File: config.mk
export PLATFORM = sky130hd
export DESIGN_NAME = bank_addr_resolver
export DESIGN_NICKNAME = d
export VERILOG_FILES = /design/src/rtl/fra_pkg.sv /design/src/rtl/fra_region_decode.sv /design/src/rtl/fra_addr_build.sv /design/src/rtl/fra_ptr_unit.sv /design/src/rtl/bank_addr_resolver.sv
export SDC_FILE = /design/constraint.sdc
export NUM_CORES = 1
export LEC_CHECK = 0
export BUFFER_PORTS_ARGS = -buffer_cell sky130_fd_sc_hd__buf_2
export CORE_UTILIZATION = 35
export CTS_BUF_LIST = sky130_fd_sc_hd__clkbuf_4 sky130_fd_sc_hd__clkbuf_8
export DETAILED_ROUTE_END_ITERATION = 16
export PLACE_DENSITY_LB_ADDON = 0.15
export SYNTH_ARGS = -nofsm -noshare
export SYNTH_HDL_FRONTEND = slang
export SYNTH_SLANG_ARGS = --single-unit
File: constraint.sdc
create_clock -name clk -period 4.9 [get_ports clk]
set_input_delay 0.49 -clock clk [delete_from_list [all_inputs] [get_ports clk]]
set_output_delay 0.49 -clock clk [all_outputs]
set_load 0.01 [all_outputs]
File: src/rtl/fra_pkg.sv
package fra_pkg;

    localparam int OPND_W_DEF = 8;
    localparam int PER_W_DEF  = 5;
    localparam int BANK_W_DEF = 8;
    localparam int PTR_W_DEF  = 8;
    localparam int MODE_W     = 2;

    localparam logic [MODE_W-1:0] MODE_DOWN = 2'b00;
    localparam logic [MODE_W-1:0] MODE_UP   = 2'b01;

    typedef enum logic [2:0] {
        RG_SPECIAL,
        RG_PERIPH_BANKED,
        RG_PRODUCT,
        RG_RAM_FIXED,
        RG_RAM_BANKED,
        RG_PTR0,
        RG_PTR1
    } region_e;

    typedef struct packed {
        region_e     region;
        logic [31:0] eff;
    } decode_t;

    // Region of an operand value that has been zero-extended to 32 bits
    function automatic region_e classify(input logic [31:0] op);
        if (op == 32'd0)       return RG_PTR0;
        else if (op == 32'd8)  return RG_PTR1;
        else if (op < 32'd16)  return RG_SPECIAL;
        else if (op < 32'd24)  return RG_PERIPH_BANKED;
        else if (op < 32'd26)  return RG_PRODUCT;
        else if (op < 32'd32)  return RG_RAM_FIXED;
        else                   return RG_RAM_BANKED;
    endfunction

endpackage

File: src/rtl/fra_region_decode.sv
module fra_region_decode
    import fra_pkg::*;
#(
    parameter int OPND_W = OPND_W_DEF,
    parameter int PER_W  = PER_W_DEF
) (
    input  logic              kind,
    input  logic [OPND_W-1:0] raw,
    output decode_t           dec
);
    logic [OPND_W-1:0] eff_op;

    always_comb begin
        if (kind)
            eff_op = OPND_W'(raw[PER_W-1:0]);
        else
            eff_op = raw;
        dec.eff    = 32'(eff_op);
        dec.region = classify(32'(eff_op));
    end
endmodule

File: src/rtl/fra_addr_build.sv
module fra_addr_build
    import fra_pkg::*;
#(
    parameter int OPND_W = OPND_W_DEF,
    parameter int BANK_W = BANK_W_DEF,
    parameter int PTR_W  = PTR_W_DEF,
    localparam int NIB_W  = BANK_W / 2,
    localparam int ADDR_W = OPND_W + NIB_W
) (
    input  decode_t           dec,
    input  logic [BANK_W-1:0] bank,
    input  logic [PTR_W-1:0]  ptr0,
    input  logic [PTR_W-1:0]  ptr1,
    output logic [ADDR_W-1:0] addr
);
    logic [OPND_W-1:0] op;
    assign op = dec.eff[OPND_W-1:0];

    always_comb begin
        unique case (dec.region)
            RG_PTR0:          addr = ADDR_W'(ptr0);
            RG_PTR1:          addr = ADDR_W'(ptr1);
            RG_PERIPH_BANKED: addr = {bank[NIB_W-1:0], op};
            RG_RAM_BANKED:    addr = {bank[BANK_W-1:NIB_W], op};
            default:          addr = ADDR_W'(op);
        endcase
    end
endmodule

File: src/rtl/fra_ptr_unit.sv
module fra_ptr_unit
    import fra_pkg::*;
#(
    parameter int PTR_W = PTR_W_DEF
) (
    input  logic              clk,
    input  logic              rst,
    input  logic              hit,
    input  logic [PTR_W-1:0]  ptr_in,
    input  logic [MODE_W-1:0] mode,
    output logic [PTR_W-1:0]  ptr_out
);
    logic [PTR_W-1:0] stepped;

    always_comb begin
        unique case (mode)
            MODE_UP:   stepped = ptr_in + PTR_W'(1);
            MODE_DOWN: stepped = ptr_in - PTR_W'(1);
            default:   stepped = ptr_in;
        endcase
    end

    always_ff @(posedge clk) begin
        if (rst)
            ptr_out <= '0;
        else if (hit)
            ptr_out <= stepped;
        else
            ptr_out <= ptr_in;
    end

    // stepping by mode, wrap included
    p_step_up_r7: assert property (@(posedge clk) disable iff (rst)
        (hit && mode == MODE_UP) |=> ptr_out == PTR_W'($past(ptr_in) + PTR_W'(1)));
    p_step_down_r7: assert property (@(posedge clk) disable iff (rst)
        (hit && mode == MODE_DOWN) |=> ptr_out == PTR_W'($past(ptr_in) - PTR_W'(1)));
    p_step_hold_r7: assert property (@(posedge clk) disable iff (rst)
        (hit && mode[1]) |=> ptr_out == $past(ptr_in));
    // no hit, value passes through one cycle later
    p_no_hit_r8: assert property (@(posedge clk) disable iff (rst)
        !hit |=> ptr_out == $past(ptr_in));
    // reset clears the pointer
    p_reset_clear_r10: assert property (@(posedge clk)
        rst |=> ptr_out == '0);
endmodule

File: src/rtl/bank_addr_resolver.sv
module bank_addr_resolver
    import fra_pkg::*;
#(
    parameter int OPND_W = OPND_W_DEF,
    parameter int PER_W  = PER_W_DEF,
    parameter int BANK_W = BANK_W_DEF,
    parameter int PTR_W  = PTR_W_DEF,
    localparam int NIB_W  = BANK_W / 2,
    localparam int ADDR_W = OPND_W + NIB_W
) (
    input  logic              clk,
    input  logic              rst,
    input  logic              access_en,
    input  logic              opnd_kind,
    input  logic [OPND_W-1:0] opnd,
    input  logic [BANK_W-1:0] bank_sel,
    input  logic [PTR_W-1:0]  ptr0_in,
    input  logic [MODE_W-1:0] ptr0_mode,
    input  logic [PTR_W-1:0]  ptr1_in,
    input  logic [MODE_W-1:0] ptr1_mode,
    output logic [ADDR_W-1:0] addr,
    output logic [PTR_W-1:0]  ptr0_out,
    output logic [PTR_W-1:0]  ptr1_out
);
    localparam int NPTR = 2;

    decode_t dec;

    fra_region_decode #(.OPND_W(OPND_W), .PER_W(PER_W)) u_decode (
        .kind (opnd_kind),
        .raw  (opnd),
        .dec  (dec)
    );

    fra_addr_build #(.OPND_W(OPND_W), .BANK_W(BANK_W), .PTR_W(PTR_W)) u_addr (
        .dec  (dec),
        .bank (bank_sel),
        .ptr0 (ptr0_in),
        .ptr1 (ptr1_in),
        .addr (addr)
    );

    logic [PTR_W-1:0]  p_in  [NPTR];
    logic [PTR_W-1:0]  p_out [NPTR];
    logic [MODE_W-1:0] p_mode[NPTR];

    assign p_in[0]   = ptr0_in;
    assign p_in[1]   = ptr1_in;
    assign p_mode[0] = ptr0_mode;
    assign p_mode[1] = ptr1_mode;
    assign ptr0_out  = p_out[0];
    assign ptr1_out  = p_out[1];

    for (genvar g = 0; g < NPTR; g++) begin : g_ptr
        localparam region_e MY_RG = (g == 0) ? RG_PTR0 : RG_PTR1;
        logic hit;
        assign hit = access_en && (dec.region == MY_RG);

        fra_ptr_unit #(.PTR_W(PTR_W)) u_ptr (
            .clk     (clk),
            .rst     (rst),
            .hit     (hit),
            .ptr_in  (p_in[g]),
            .mode    (p_mode[g]),
            .ptr_out (p_out[g])
        );
    end

    // low special registers ignore the bank register
    p_special_fixed_r1: assert property (@(posedge clk) disable iff (rst)
        (!opnd_kind && opnd != 0 && opnd != 8 && opnd < 16) |-> addr == ADDR_W'(opnd));
    // peripheral window follows the low bank nibble
    p_periph_bank_r2: assert property (@(posedge clk) disable iff (rst)
        (!opnd_kind && opnd >= 16 && opnd < 24) |->
        (addr[ADDR_W-1:OPND_W] == bank_sel[NIB_W-1:0] && addr[OPND_W-1:0] == opnd));
    // product registers are never remapped
    p_product_fixed_r3: assert property (@(posedge clk) disable iff (rst)
        (!opnd_kind && (opnd == 24 || opnd == 25)) |-> addr == ADDR_W'(opnd));
    // RAM window follows the high bank nibble
    p_ram_bank_r5: assert property (@(posedge clk) disable iff (rst)
        (!opnd_kind && opnd >= 32) |->
        (addr[ADDR_W-1:OPND_W] == bank_sel[BANK_W-1:NIB_W] && addr[OPND_W-1:0] == opnd));
    // indirect ports use the pointer value
    p_indirect0_r6: assert property (@(posedge clk) disable iff (rst)
        (!opnd_kind && opnd == 0) |-> addr == ADDR_W'(ptr0_in));
    p_indirect1_r6: assert property (@(posedge clk) disable iff (rst)
        (!opnd_kind && opnd == 8) |-> addr == ADDR_W'(ptr1_in));
    // peripheral operands at 0x18..0x1F map flat, whatever the upper bits
    p_periph_top_r9: assert property (@(posedge clk) disable iff (rst)
        (opnd_kind && opnd[PER_W-1 -: 2] == 2'b11) |-> addr == ADDR_W'(opnd[PER_W-1:0]));
endmodule

==> impl_metrics.ini <==
[finish]
top_register = g_ptr.u_ptr.ptr_out
fillers = 383
syn_to_final_growth_pct = 28.6
diodes = 0
final_util_pct = 48.9
regArea_sq_um = 320
final_layout_size_suffix_gt1_share_pct = 31.7
multi_input_area_sq_mm = 0.00106
largest_register_ffs = 16
layout.nets = 302
largestRegisters = g_ptr.u_ptr.ptr_out x16

[flow_run]
max_cap_viol_count = 0

[timing]
slew_headroom_pct = 49.7
fmax_mhz = 391
rsz0062_at_grt = false
period_share_pct = 52.2
worst_hold_slack_ns = 0.508
finalCriticalPeriod_ns = 2.56
setup_viol = 0
hold_viol = 0
tns_ns = 0
slew_viol_final = 0
tightest_slew_ns = 0.755

[grt]
grt_pass1_wl_microns = 6110
antenna_found_initial = 0
overflow = 0
grt_pass1_vias = 1339
grtUsageTotal_pct = 18.1
grt_max_degree = 25

[power]
ir_drop_uv = 80.5
powerDensity_mw_per_mm2 = 198
leakage_nw = 0.903

[yosys]
yosysTopAreaCellShare_pct = 22.2
yosysTopAreaCell = dfxtp_1
synthesis.nets = 236
synth-xor-area-share_pct = 1.82
synthMuxAreaShare_pct = 7.10
ys_warn_count = 0
synth_cell_types = 43
syn_area_sq_mm = 0.00145
yosysSeqAreaShare_pct = 22.2
synth_top_family_by_area = compound AO/OA/AOI/OAI gates
synth_edf_count = 0
netlist_top_cells_area = dfxtp_1 (22%), ha_1 (10%), nor2_1 (6.0%), mux2i_1 (5.5%), o21ai_0 (5.2%)
synth_compound_area_share_pct = 28.3
yosys.area_share.simple_pct = 22.9
synthAdderAreaFrac_pct = 13.2
ys.flop_type = dfxtp_1
syn_area_per_cell_sq_um = 7.94
netlist_instances = 182
synth-seq-cells = 16
synthArstFlopShare_pct = 0

[floorplanning]
core_sq_mm = 0.00380
die_h_microns = 66.3
start_util_pct = 38.0
rows = 22
dieArea_sq_mm = 0.00439
num_io_pins = 68
die_w_microns = 66.3

[drt]
drt_iter0_markers = 26
firstDrtPassIters = 4
final_antenna_net_count = 0
via_per_inst = 5.14
drt_wl_total_microns = 3780
routedWlPerCell_microns = 12.9
vias = 1512
drc = 0

[clocking]
clk_pin_slew_worst_paths_ns = 0.07
htreeDepth = 1
cts-hold-fix-buffers = 0
cts_tree = yes
cts_buffer_depth = 2
cts_root_buffer = clkbuf_8
cts_setup_buffers = 0
clock-sinks = 16
cts_made_buffers = 3
post_cts_resized = 0

[setup_path]
critPathMaxFanout = 8
crit_start = ptr0_mode[1]
endpoint_kind = flip-flop
arrival_ns = 2.70
critPathCapture = g_ptr[0].u_ptr.ptr_out[7]
criticalPathCategory = in -> reg
startpoint_type = input port
required_ns = 5.05

[place]
place_congestion = 0.806
port_buffers = 67
dpl.hpwl_microns = 3040

[run_status]
status = complete, no violations

[worst_hold_path]
hold_path_class = in -> reg
holdPathStages = 3
## worst max-delay path: stages
cell      delay (ns)
buf_2           0.10
nor2_1          0.44
ha_1            0.35
a211oi_1        0.37
o21ai_0         0.16
a31oi_1         0.23
mux2i_1         0.22
mux2_2          0.34
## layer usage
layer / wire length [microns] / vias to the layer above / GRT usage, %
met5: 0 / - / 0
met4: 24 / 0 / 3.99
met3: 275 / 4 / 3.62
met2: 1520 / 65 / 28.7
met1: 1960 / 649 / 25.1
li1: - / 794 / -
## placed cells by master (no fill, tap or decap), drive strengths merged, types with 2 or more instances in the layout
cell type / synthesis / final
buf: 1 / 67
nor2: 23 / 23
dfxtp: 16 / 16
o21ai: 16 / 16
ha: 12 / 12
inv: 11 / 11
a21oi: 11 / 11
nand2: 9 / 9
mux2i: 8 / 8
nor2b: 8 / 8
nor3: 8 / 8
o21bai: 6 / 6
a211oi: 6 / 6
o21a: 5 / 5
o22ai: 3 / 3
clkbuf: 5 / 3
or2: 2 / 2
nand2b: 2 / 2
o2111ai: 2 / 2
xnor2: 2 / 2
o31a: 2 / 2
or3b: 2 / 2
a21o: 2 / 2
nand3b: 2 / 2
fa: 2 / 2
nor4: 2 / 2
o311ai: 2 / 2
mux2: 2 / 2
## cells in the mapped netlist, drive strengths merged, types with 3 or more instances
| cell | count |
|---|---|
| o21a | 5 |
| o21ai | 16 |
| ha | 12 |
| nand2 | 9 |
| nor3 | 8 |
| clkbuf | 5 |
| dfxtp | 16 |
| a211oi | 6 |
| o22ai | 3 |
| inv | 11 |
| mux2i | 8 |
| nor2 | 23 |
| o21bai | 6 |
| a21oi | 11 |
| nor2b | 8 |
## worst min-delay path by stage
stage,start,endpoint,slack (ns)
6_report,ptr0_in[3],g_ptr[0].u_ptr.ptr_out[3],0.51
5_1_grt,ptr0_in[5],g_ptr[0].u_ptr.ptr_out[5],0.53
4_1_cts,ptr0_in[3],g_ptr[0].u_ptr.ptr_out[3],0.50
3_5_place_dp,ptr0_in[3],g_ptr[0].u_ptr.ptr_out[3],0.78
3_3_place_gp,ptr0_in[3],g_ptr[0].u_ptr.ptr_out[3],0.77
2_1_floorplan,ptr0_in[3],g_ptr[0].u_ptr.ptr_out[3],0.63
## stage by stage
| step | std cells | worst slack, ns | area, sq um | power (mW) |
|---|---|---|---|---|
| 4_1_cts | 294 | 2.34 | 1860 | 0.371 |
| 3_3_place_gp | 291 | 2.16 | 1820 | 0.269 |
| 6_report | 294 | 2.34 | 1860 | 0.369 |
| 2_1_floorplan | 182 | 2.47 | 1450 | 0.220 |
| 3_5_place_dp | 291 | 2.10 | 1820 | 0.268 |
| 5_1_grt | 294 | 2.17 | 1860 | 0.393 |
## kinds of logic after synthesis
kind of cell	count (synthesis)
compound gates	60
mux	10
xor+xnor	3
simple gates	62
flops	16
fa+ha+maj	14
buf+inv	17
## where the power goes
group          leakage (nW)  total [mW]  switching [mW]  internal, mW
logic                 0.748       0.127          0.0697        0.0570
registers             0.133       0.139         0.00173         0.137
clock network        0.0216       0.103          0.0484        0.0546
total                 0.903       0.369           0.120         0.249
## layout make-up
type                       instances  area share, %
timing repair buffer              67           18.0
sequential                        16           17.2
clock buffer                       3           2.22
inverter                          11           2.22
tap                               48           3.23
multi-input combinational        149           57.0
No activity file was read; power rests on OpenSTA's default activity.
